**config.mk**
```make
export PLATFORM = sky130hd
export DESIGN_NAME = sock_reg_front
export DESIGN_NICKNAME = d
export VERILOG_FILES = /design/src/rtl/sock_reg_pkg.sv /design/src/rtl/sock_reg_ctrl.sv /design/src/rtl/sock_reg_dp.sv /design/src/rtl/sock_reg_front.sv
export SDC_FILE = /design/constraint.sdc
export NUM_CORES = 1
export LEC_CHECK = 0
export BUFFER_PORTS_ARGS = -buffer_cell sky130_fd_sc_hd__buf_2
export CORE_UTILIZATION = 40
export DETAILED_ROUTE_END_ITERATION = 16
export GPL_ROUTABILITY_DRIVEN = 1
export PLACE_DENSITY_LB_ADDON = 0.12
export REMOVE_ABC_BUFFERS = 1
export SYNTH_ARGS = -nofsm -noshare
export SYNTH_HDL_FRONTEND = slang
export SYNTH_SLANG_ARGS = --single-unit
```
**constraint.sdc**
```tcl
create_clock -name clk -period 2.1 [get_ports clk]
set_input_delay 0.42 -clock clk [delete_from_list [all_inputs] [get_ports clk]]
set_output_delay 0.42 -clock clk [all_outputs]
set_load 0.03 [all_outputs]
```
**src/rtl/sock_reg_pkg.sv**
```systemverilog
package sock_reg_pkg;
  localparam int SOCK_BITS = 2;
  localparam int REG_BITS  = 6;
  localparam int MAX_SOCK  = 1 << SOCK_BITS;
  localparam int STAT_W    = 7;

  localparam logic [REG_BITS-1:0] REG_ID   = 6'h00;
  localparam logic [REG_BITS-1:0] REG_STAT = 6'h01;
  localparam logic [REG_BITS-1:0] REG_PWR  = 6'h02;
  localparam logic [REG_BITS-1:0] REG_GEN  = 6'h03;

  typedef enum logic [2:0] {
    RD_ZERO, RD_INDEX, RD_ID, RD_STAT, RD_PWR, RD_GEN
  } rdSel_e;

  typedef struct packed {
    logic                idxWr;
    logic                pwrWr;
    logic                genWr;
    logic [MAX_SOCK-1:0] sockHot;
    rdSel_e              rdSel;
  } strobe_t;
endpackage

```
**src/rtl/sock_reg_ctrl.sv**
```systemverilog
module sock_reg_ctrl
  import sock_reg_pkg::*;
#(
  parameter int SOCKETS = 2
) (
  input  logic       busSel,
  input  logic       busAddr,
  input  logic       busWr,
  input  logic       busRd,
  input  logic [7:0] indexQ,
  output strobe_t    strb
);
  logic [SOCK_BITS-1:0] sockNum;
  logic [REG_BITS-1:0]  regNum;
  logic sockOk, doWr, doRd, dataWr;

  assign sockNum = indexQ[7:8-SOCK_BITS];
  assign regNum  = indexQ[REG_BITS-1:0];
  assign sockOk  = int'(sockNum) < SOCKETS;
  assign doWr    = busSel & busWr;
  assign doRd    = busSel & busRd;
  assign dataWr  = doWr & busAddr & sockOk;

  always_comb begin
    strb.idxWr   = doWr & ~busAddr;
    strb.pwrWr   = dataWr && (regNum == REG_PWR);
    strb.genWr   = dataWr && (regNum == REG_GEN);
    strb.sockHot = sockOk ? (MAX_SOCK'(1) << sockNum) : '0;
    if (!doRd)        strb.rdSel = RD_ZERO;
    else if (!busAddr) strb.rdSel = RD_INDEX;
    else if (!sockOk)  strb.rdSel = RD_ZERO;
    else begin
      case (regNum)
        REG_ID:   strb.rdSel = RD_ID;
        REG_STAT: strb.rdSel = RD_STAT;
        REG_PWR:  strb.rdSel = RD_PWR;
        REG_GEN:  strb.rdSel = RD_GEN;
        default:  strb.rdSel = RD_ZERO;
      endcase
    end
  end
endmodule

```
**src/rtl/sock_reg_dp.sv**
```systemverilog
module sock_reg_dp
  import sock_reg_pkg::*;
#(
  parameter int          SOCKETS     = 2,
  parameter int          SYNC_STAGES = 2,
  parameter logic [7:0]  ID_VALUE    = 8'h83
) (
  input  logic                 clk,
  input  logic                 rstN,
  input  strobe_t              strb,
  input  logic [7:0]           busWdata,
  output logic [7:0]           indexQ,
  output logic [7:0]           rdData,
  input  logic [SOCKETS-1:0]   pinPwrActive,
  input  logic [SOCKETS-1:0]   pinReady,
  input  logic [SOCKETS-1:0]   pinWp,
  input  logic [2*SOCKETS-1:0] pinDetect,
  input  logic [2*SOCKETS-1:0] pinBvd,
  output logic [SOCKETS-1:0]   sockOutEn,
  output logic [SOCKETS-1:0]   sockAutoPwr,
  output logic [SOCKETS-1:0]   sockVccEn,
  output logic [2*SOCKETS-1:0] sockVpp,
  output logic [SOCKETS-1:0]   sockResetN,
  output logic [SOCKETS-1:0]   sockIoType
);
  logic [7:0] statByte [SOCKETS];
  logic [7:0] pwrByte  [SOCKETS];
  logic [7:0] genByte  [SOCKETS];

  always_ff @(posedge clk or negedge rstN) begin
    if (!rstN)           indexQ <= '0;
    else if (strb.idxWr) indexQ <= busWdata;
  end

  for (genvar s = 0; s < SOCKETS; s++) begin : g_sock
    logic [STAT_W-1:0] syncQ [SYNC_STAGES];
    logic [STAT_W-1:0] rawPins;
    logic [4:0] pwrQ;
    logic [1:0] genQ;

    assign rawPins = {pinPwrActive[s], pinReady[s], pinWp[s],
                      pinDetect[2*s +: 2], pinBvd[2*s +: 2]};

    always_ff @(posedge clk or negedge rstN) begin
      if (!rstN) begin
        for (int k = 0; k < SYNC_STAGES; k++) syncQ[k] <= '0;
      end else begin
        syncQ[0] <= rawPins;
        for (int k = 1; k < SYNC_STAGES; k++) syncQ[k] <= syncQ[k-1];
      end
    end

    always_ff @(posedge clk or negedge rstN) begin
      if (!rstN) begin
        pwrQ <= '0;
        genQ <= '0;
      end else begin
        if (strb.pwrWr && strb.sockHot[s])
          pwrQ <= {busWdata[7], busWdata[5], busWdata[4], busWdata[1:0]};
        if (strb.genWr && strb.sockHot[s])
          genQ <= busWdata[6:5];
      end
    end

    assign statByte[s]      = {1'b0, syncQ[SYNC_STAGES-1]};
    assign pwrByte[s]       = {pwrQ[4], 1'b0, pwrQ[3], pwrQ[2], 2'b00, pwrQ[1:0]};
    assign genByte[s]       = {1'b0, genQ, 5'b0};
    assign sockOutEn[s]     = pwrQ[4];
    assign sockAutoPwr[s]   = pwrQ[3];
    assign sockVccEn[s]     = pwrQ[2];
    assign sockVpp[2*s +: 2] = pwrQ[1:0];
    assign sockResetN[s]    = genQ[1];
    assign sockIoType[s]    = genQ[0];
  end

  always_comb begin
    logic [7:0] selStat, selPwr, selGen;
    selStat = '0;
    selPwr  = '0;
    selGen  = '0;
    for (int s = 0; s < SOCKETS; s++) begin
      if (strb.sockHot[s]) begin
        selStat = statByte[s];
        selPwr  = pwrByte[s];
        selGen  = genByte[s];
      end
    end
    case (strb.rdSel)
      RD_INDEX: rdData = indexQ;
      RD_ID:    rdData = ID_VALUE;
      RD_STAT:  rdData = selStat;
      RD_PWR:   rdData = selPwr;
      RD_GEN:   rdData = selGen;
      default:  rdData = '0;
    endcase
  end
endmodule

```
**src/rtl/sock_reg_front.sv**
```systemverilog
module sock_reg_front
  import sock_reg_pkg::*;
#(
  parameter int         SOCKETS     = 2,
  parameter int         SYNC_STAGES = 2,
  parameter logic [7:0] ID_VALUE    = 8'h83
) (
  input  logic                 clk,
  input  logic                 rstN,
  input  logic                 busSel,
  input  logic                 busAddr,
  input  logic                 busWr,
  input  logic                 busRd,
  input  logic [7:0]           busWdata,
  output logic [7:0]           busRdata,
  input  logic [SOCKETS-1:0]   pinPwrActive,
  input  logic [SOCKETS-1:0]   pinReady,
  input  logic [SOCKETS-1:0]   pinWp,
  input  logic [2*SOCKETS-1:0] pinDetect,
  input  logic [2*SOCKETS-1:0] pinBvd,
  output logic [SOCKETS-1:0]   sockOutEn,
  output logic [SOCKETS-1:0]   sockAutoPwr,
  output logic [SOCKETS-1:0]   sockVccEn,
  output logic [2*SOCKETS-1:0] sockVpp,
  output logic [SOCKETS-1:0]   sockResetN,
  output logic [SOCKETS-1:0]   sockIoType
);
  strobe_t    strb;
  logic [7:0] indexQ;

  sock_reg_ctrl #(.SOCKETS(SOCKETS)) u_ctrl (
    .busSel(busSel), .busAddr(busAddr), .busWr(busWr), .busRd(busRd),
    .indexQ(indexQ), .strb(strb)
  );

  sock_reg_dp #(.SOCKETS(SOCKETS), .SYNC_STAGES(SYNC_STAGES), .ID_VALUE(ID_VALUE)) u_dp (
    .clk(clk), .rstN(rstN), .strb(strb), .busWdata(busWdata),
    .indexQ(indexQ), .rdData(busRdata),
    .pinPwrActive(pinPwrActive), .pinReady(pinReady), .pinWp(pinWp),
    .pinDetect(pinDetect), .pinBvd(pinBvd),
    .sockOutEn(sockOutEn), .sockAutoPwr(sockAutoPwr), .sockVccEn(sockVccEn),
    .sockVpp(sockVpp), .sockResetN(sockResetN), .sockIoType(sockIoType)
  );
endmodule

```
==> flow_summary.toml, run 1 <==
[timing]
layout_min_cycle_time_ns = 2.61
max_freq_ghz = 0.384
final.setup.tns_ns = -4.11
tightest_slew_ns = 0.517
final_hold_viol_count = 0
skew_ns = 0.00347
layout_setup_ws_ns = -0.506
relSlewSlack = 0.656
report.final.slew_viol_count = 0
rsz0062_at_grt = "true"
fin_crit_sh = 1.24
setup_viol = 13

[cts]
postCtsHoldBufs = 0
clock-sinks = 50
cts_tree = "done"
cts-htree-levels = 2
cts_buffer_depth = 2
clkSlewWorstSetupHoldPaths_ns = 0.09
clock-root-buffer = "clkbuf_8"
insertion_delay_ns = 0.30
cts_buffers = 5

[setup_path]
critPathCaptureType = "output pin"
reg2reg_from = "u_dp.indexQ[2]"
cp-startpoint = "u_dp.indexQ[2]"
cp.depth = 6
cp-start-kind = "flip-flop"
worstPathCellList = "or4_4, nor4b_4, buf_4, a41oi_2, nor2b_1, buf_4"
cp_max_fo = 6
slowest_delay_ns = 0.58
path_class = "reg -> out"
cpMostUsedCell = "buf_4"
path_delay_family = "simple AND/OR/NAND/NOR gates"
cp_num_buf_inv = 2
crit_arrival_ns = 2.19
rr_worst_depth = 6
crit_slowest_cell = "or4_4"
cp_data_required_time_ns = 1.68

[floorplan]
io_pins = 50
fp.dieH_um = 73.4
coreArea_um2 = 4820
die_w_um = 73.4
rows = 25
start_util = 0.423
die_area_um2 = 5380

[logic_synthesis]
yosysWarnings = 0
synthArstFlopShare = 1.00
synth_ff_type = "dfrtp_1"
netlist_area_um2 = 2040
ys_ff_latch = 50
syn-instance-count = 146
synth_edf_count = 0
syn_area_per_cell_um2 = 14.0
synth_seq_area_share = 0.614
ys_types = 38

[power_and_ir_drop]
peakVddDrop_uv = 414
p_leak_nw = 1.32
powerDensity_nw_per_um2 = 793
total_power_mw = 2.19

[place]
dp.cells = 278
place.port_buffers = 49
hpwlAfterDp_um = 3380
dp_slack_ns = -0.241
placed_area_um2 = 2520
gp_congestion = 0.846

[outcome]
status = "complete, but fails checks"
violations = "setup timing"

[grt]
grt_pass1_wl_um = 7390
grt_use_total = 0.188
grt_pass1_vias = 1454
antenna_found_initial = 0
grt-ovfl-total = 0
grt_max_degree = 31

[route]
drc = 0
vias_per_cell = 4.94
detail-route-antenna-nets = 0
vias = 1418
drt-initial-drc-count = 45
firstDrtPassIters = 4
post_drt_wl_per_cell_um = 15.9
wirelength_um = 4560

[final_layout]
antenna_cells = 0
drive_gt1_frac = 0.559
area_growth_syn_to_layout_pct = 35.4
nets = 247
stdcell_area_um2 = 2760
stdcell_count = 287

[job]
maxCapViolations = 0

[hold_path]
min_path_type = "in -> async"
synthesized netlist by cell type, drive strengths merged, types with 3 or more instances:
cell type | count | area, um2
nand3 | 3 | 15.0
nor4 | 3 | 33.8
buf | 3 | 20.0
nor2 | 3 | 11.3
nor2b | 3 | 18.8
mux2 | 25 | 282
o22ai | 3 | 18.8
mux2i | 11 | 110
nand2 | 7 | 26.3
dfrtp | 50 | 1250
clkbuf | 5 | 18.8
cell usage in the layout (no fill, tap or decap), drive strengths merged, types with 2 or more instances in the layout:
cell / netlist / final
nand3: 3 / 3
nor2b: 3 / 3
nand2: 7 / 7
nor2: 3 / 3
dfrtp: 50 / 50
nor4b: 2 / 2
or4: 2 / 2
nand2b: 2 / 2
and2: 2 / 2
buf: 3 / 74
inv: 1 / 2
mux2: 25 / 25
a21oi: 2 / 2
clkbuf: 5 / 5
nand4: 2 / 2
o22ai: 3 / 3
nor3: 2 / 2
mux2i: 11 / 11
a41oi: 2 / 2
nor4: 3 / 3
o21ai: 2 / 2
layout make-up:
class	instances	area [um2]
flip-flops and latches	50	1250
clock buffers	5	68.8
well taps	67	83.8
clock inverters	3	43.8
repair buffers	74	478
inverters	1	3.75
multi-input cells	87	830
fillers	433	2060
registers in the layout (all words and copies together), names as in the netlist:
name / cells
u_dp.g_sock.syncQ: 28
u_dp.g_sock.pwrQ: 10
u_dp.g_sock.genQ: 4
u_dp.indexQ: 8
repair_timing:
action	in CTS	in global routing
resized for setup	21	6
buffers inserted	1	0
setup endpoints to repair	8	13
pin swaps	9	1
hold endpoints to repair	0	0
worst reg2reg max path, cell delays in order, from the launching register on:
cell and delay [ns]:
dfrtp_1 0.40, or4_4 0.58, buf_4 0.17, buf_6 0.11, nor4_4 0.28, buf_4 0.19, mux2_2 0.32
report_power, final:
| part | internal (mW) | leakage [nW] | switching [mW] | total, mW |
|---|---|---|---|---|
| clock | 0.357 | 0.0585 | 0.317 | 0.674 |
| sequential | 1.03 | 0.616 | 0.0632 | 1.09 |
| combinational | 0.204 | 0.650 | 0.217 | 0.421 |
metal layers:
metal / routed length, um / GRT usage / vias up
met1: 2120 / 0.251 / 696
li1: - / - / 679
met5: 0 / 0 / -
met2: 2240 / 0.311 / 38
met3: 168 / 0.0425 / 5
met4: 36 / 0.0513 / 0
through the flow:
step	utilization	hold WS (ns)
4_1_cts	0.564	0.107
6_report	0.573	0.0837
3_5_place_dp	0.523	0.335
2_1_floorplan	-	0.124
3_3_place_gp	0.523	0.332
5_1_grt	0.573	0.109
cell families (layout without fill, tap and decap cells):
| family | after synthesis | after routing | synth area share |
|---|---|---|---|
| DFF | 50 | 50 | 0.614 |
| muxes | 36 | 36 | 0.192 |
| AOI/OAI and AO/OA | 17 | 17 | 0.0584 |
| buffers and inverters | 9 | 83 | 0.0209 |
| and+or+nand+nor | 34 | 34 | 0.114 |
path summary, 6_finish.rpt:
path	slack, ns	to
worst max-delay path	-0.51	busRdata[3]
max in group asynchronous	1.50	u_dp.g_sock[1].syncQ[8]
worst min register to register	0.35	u_dp.g_sock[1].syncQ[0]
worst min-delay path	0.08	u_dp.g_sock[0].genQ[1]
min in group clk	0.22	u_dp.g_sock[1].syncQ[12]
worst max register to register	-0.07	u_dp.g_sock[1].pwrQ[1]
Note: power is estimated with default switching activity, not from simulation.
==> inputs of run 2 (changes only) <==
--- a/config.mk
+++ b/config.mk
@@ -10,7 +10,6 @@
 export DETAILED_ROUTE_END_ITERATION = 16
 export GPL_ROUTABILITY_DRIVEN = 1
 export PLACE_DENSITY_LB_ADDON = 0.12
-export REMOVE_ABC_BUFFERS = 1
 export SYNTH_ARGS = -nofsm -noshare
 export SYNTH_HDL_FRONTEND = slang
 export SYNTH_SLANG_ARGS = --single-unit
==> flow_summary.toml, run 2 (synthesis results as in run 1) <==
[final_layout]
stdcell_area_um2 = 2780
top_regs = "u_dp.g_sock.syncQ x28, u_dp.g_sock.pwrQ x10, u_dp.indexQ x8"
stdcell_count = 289
drive_gt1_frac = 0.581
largest-register = "u_dp.g_sock.syncQ"
final_common_cell = "dfrtp_1"
final_util = 0.578
nets = 249
antenna_cells = 0
final_cell_mix = "dfrtp_1 (50), buf_2 (41), buf_4 (28)"
area_growth_syn_to_layout_pct = 36.6
largest_register_ffs = 28

[timing]
setup_viol = 8
report.final.slew_viol_count = 0
rsz0062_at_grt = "true"
tightest_slew_ns = 0.615
relSlewSlack = 0.590
layout_setup_ws_ns = -0.489
skew_ns = 0.00826
layout_min_cycle_time_ns = 2.59
fin_crit_sh = 1.23
final_hold_viol_count = 0
max_freq_ghz = 0.386

[floorplan]
die_w_um = 73.4
fp.dieH_um = 73.4
die_area_um2 = 5380
start_util = 0.423
io_pins = 50
rows = 25
coreArea_um2 = 4820

[place]
dp_slack_ns = -0.300
placed_area_um2 = 2550
place.port_buffers = 49
gp_congestion = 0.871
hpwlAfterDp_um = 3270
dp.cells = 277

[setup_path]
rr_worst_depth = 4
cp_max_fo = 8
critPathCaptureType = "output pin"
cp-start-kind = "flip-flop"
crit_arrival_ns = 2.17
path_class = "reg -> out"
cp_data_required_time_ns = 1.68

[route]
vias = 1433
drc = 0
vias_per_cell = 4.96
firstDrtPassIters = 4
detail-route-antenna-nets = 0
drt-initial-drc-count = 60
wirelength_um = 4480
post_drt_wl_per_cell_um = 15.5

[cts]
cts_buffers = 5
clock-sinks = 50
clock-root-buffer = "clkbuf_8"
clkSlewWorstSetupHoldPaths_ns = 0.09
insertion_delay_ns = 0.30
cts_buffer_depth = 2
cts_tree = "done"
cts-htree-levels = 2

[outcome]
violations = "setup timing"
status = "complete, but fails checks"

[grt]
grt_pass1_wl_um = 7280
grt-ovfl-total = 0
grt_pass1_vias = 1521
grt_max_degree = 51
antenna_found_initial = 0
grt_use_total = 0.186

[hold_path]
min_path_type = "in -> async"

[power_and_ir_drop]
p_leak_nw = 1.31
powerDensity_nw_per_um2 = 765
total_power_mw = 2.13
peakVddDrop_uv = 428

[job]
maxCapViolations = 0

[logic_synthesis]
syn_nets = 174
==> run 2: final timing paths <==
check | start | to | slack, ns
hold reg to reg | u_dp.g_sock[0].syncQ[9] | u_dp.g_sock[0].syncQ[2] | 0.35
max in group asynchronous | rstN | u_dp.g_sock[0].syncQ[11] | 1.48
min in group clk | pinBvd[0] | u_dp.g_sock[0].syncQ[7] | 0.21
setup reg to reg | u_dp.indexQ[2] | u_dp.g_sock[1].genQ[0] | 0.08
setup / recovery | u_dp.indexQ[2] | busRdata[5] | -0.49
hold / removal | rstN | u_dp.g_sock[1].pwrQ[3] | 0.21
==> run 2: report_power, final <==
group          switching [mW]  total (mW)  internal, mW
registers              0.0575        1.09          1.03
logic                   0.225       0.444         0.219
clock network           0.325       0.597         0.272
==> run 2: cell type report <==
type                       instances  area, um2
clock buffer                       6       82.6
clock inverter                     2       16.3
fill                             439       2030
inverter                           1       3.75
multi-input combinational         87        851
sequential                        50       1250
tap                               67       83.8
timing repair buffer              76        494
==> run 2: repair_timing <==
action	4_1_cts	5_1_grt
pin swaps	7	1
setup endpoints to repair	8	19
hold buffers	0	0
buffers inserted	1	3
gates cloned	0	0
gates resized for setup	23	4
==> run 2: layer usage <==
layer  track usage  part of all wire
met1         0.233              0.45
met2         0.308              0.50
met3        0.0466             0.042
met4        0.0748             0.013
met5             0                 0
==> run 2: stage by stage <==
| step | hold WS (ns) | setup TNS [ns] |
|---|---|---|
| floorplan | 0.124 | -1.02 |
| global placement | 0.332 | -1.81 |
| detailed placement | 0.335 | -1.99 |
| CTS | 0.204 | -3.91 |
| global route | 0.197 | -4.39 |
| finish | 0.207 | -3.60 |
==> run 2: critical path: stages, from the launching register on <==
cell	delay [ns]
dfrtp_1	0.39
or4_4	0.57
buf_6	0.17
nor3_4	0.12
nand4_1	0.19
o211ai_1	0.24
buf_4	0.19
==> inputs of run 3 (changes only) <==
--- a/config.mk
+++ b/config.mk
@@ -5,7 +5,7 @@
 export SDC_FILE = /design/constraint.sdc
 export NUM_CORES = 1
 export LEC_CHECK = 0
-export BUFFER_PORTS_ARGS = -buffer_cell sky130_fd_sc_hd__buf_2
+export BUFFER_PORTS_ARGS = -buffer_cell sky130_fd_sc_hd__buf_4
 export CORE_UTILIZATION = 40
 export DETAILED_ROUTE_END_ITERATION = 16
 export GPL_ROUTABILITY_DRIVEN = 1
==> flow_summary.toml, run 3 (synthesis results as in run 1) <==
[timing]
setup_viol = 8
tightest_slew_ns = 0.618
max_freq_ghz = 0.384
rsz0062_at_grt = "true"
layout_setup_ws_ns = -0.505
skew_ns = 0.00942
fin_crit_sh = 1.24
layout_min_cycle_time_ns = 2.60
final_hold_viol_count = 0
hold_ws_ns = 0.126
relSlewSlack = 0.588
report.final.slew_viol_count = 0

[floorplan]
die_w_um = 73.4
die_area_um2 = 5380
coreArea_um2 = 4820
rows = 25
io_pins = 50
fp.dieH_um = 73.4
start_util = 0.423

[outcome]
violations = "setup timing"
status = "complete, but fails checks"

[setup_path]
cp_data_required_time_ns = 1.68
cp-start-kind = "flip-flop"
path_class = "reg -> out"
cp-startpoint = "u_dp.indexQ[3]"
cp_max_fo = 9
crit_arrival_ns = 2.18
reg2reg_from = "u_dp.indexQ[3]"
critPathCaptureType = "output pin"

[cts]
clkSlewWorstSetupHoldPaths_ns = 0.09
clock-root-buffer = "clkbuf_8"
postCtsHoldBufs = 0
clock-sinks = 50
cts-htree-levels = 2
cts_tree = "done"
insertion_delay_ns = 0.30
cts_buffers = 5
cts_buffer_depth = 2

[final_layout]
multi_input_area_um2 = 882
fillers = 413
nets = 245
largest_register_ffs = 28
largest-register = "u_dp.g_sock.syncQ"
area_growth_syn_to_layout_pct = 42.7
top_regs = "u_dp.g_sock.syncQ x28, u_dp.g_sock.pwrQ x10, u_dp.indexQ x8"
ff_latch_area_um2 = 1250
final_common_cell = "buf_4"
drive_gt1_frac = 0.560
antenna_cells = 0
stdcell_area_um2 = 2910
final_cell_mix = "buf_4 (65), dfrtp_1 (50), mux2_2 (20)"

[route]
firstDrtPassIters = 4
vias_per_cell = 5.06
post_drt_wl_per_cell_um = 16.7
drc = 0
vias = 1443
drt-initial-drc-count = 70
detail-route-antenna-nets = 0
wirelength_um = 4750

[place]
place.port_buffers = 49
gp_congestion = 0.854
hpwlAfterDp_um = 3340
placed_area_um2 = 2650

[power_and_ir_drop]
peakVddDrop_uv = 535
powerDensity_nw_per_um2 = 759
total_power_mw = 2.21
p_leak_nw = 1.35

[grt]
grt-ovfl-total = 0
grt_use_total = 0.193
grt_max_degree = 51
antenna_found_initial = 0
grt_pass1_vias = 1494
grt_pass1_wl_um = 7500

[hold_path]
min_path_type = "in -> async"

[job]
maxCapViolations = 0

[logic_synthesis]
syn_nets = 174
run 3: cell types whose count changed in the layout (fill, tap and decap cells not counted), moves of 2 or more:
cell / previous run / this run
a41oi_2: 2 / 0
buf_4: 28 / 65
mux2_2: 25 / 20
mux2_4: 0 / 5
buf_2: 41 / 0
a41oi_1: 0 / 2
run 3: repair_timing:
item | 4_1_cts | 5_1_grt
gates resized for setup | 6 | 19
cloned | 0 | 0
pin swaps | 4 | 4
setup buffers | 3 | 2
setup endpoints to repair | 8 | 17
run 3: path summary, 6_finish.rpt:
path | endpoint | slack [ns] | cells after the start
min in group clk | u_dp.g_sock[1].syncQ[10] | 0.23 | 1
worst min-delay path | u_dp.g_sock[1].pwrQ[3] | 0.13 | 1
worst max register to register | u_dp.g_sock[1].pwrQ[4] | 0.01 | 6
worst min register to register | u_dp.g_sock[0].syncQ[2] | 0.35 | 0
max in group asynchronous | u_dp.g_sock[1].pwrQ[2] | 1.55 | 1
worst max-delay path | busRdata[1] | -0.50 | 7
run 3: worst max-delay path: stages (launching register included):
cell	delay (ns)
dfrtp_1	0.38
or4_4	0.58
buf_12	0.17
nor3_4	0.11
nand4_1	0.14
buf_4	0.19
o22ai_2	0.17
buf_6	0.15
run 3: final cells by class:
cell class,count,share of cell area
flip-flops and latches,50,0.430
multi-input cells,87,0.303
clock buffers,6,0.0250
clock inverters,2,0.0129
repair buffers,72,0.198
well taps,67,0.0288
inverters,1,0.00129
run 3: per-layer routing:
layer,track usage,wire length (um),vias up
met4,0.0620,39,0
met3,0.0412,176,4
met1,0.244,2090,725
li1,-,-,672
met5,0,0,-
met2,0.330,2440,42
run 3: metrics by stage:
step	worst slack [ns]	util	instances	TNS, ns
finish	-0.505	0.603	285	-3.61
detailed placement	-0.243	0.550	272	-1.59
global route	-0.605	0.603	285	-4.70
global placement	-0.199	0.550	272	-1.33
floorplan	-0.235	-	146	-1.02
CTS	-0.511	0.582	283	-3.87
run 3: power by group:
group	total (mW)	leakage, nW	internal, mW	switching (mW)
clock	0.658	0.0514	0.355	0.303
combinational	0.461	0.679	0.231	0.230
sequential	1.09	0.616	1.03	0.0589
total	2.21	1.35	1.62	0.592
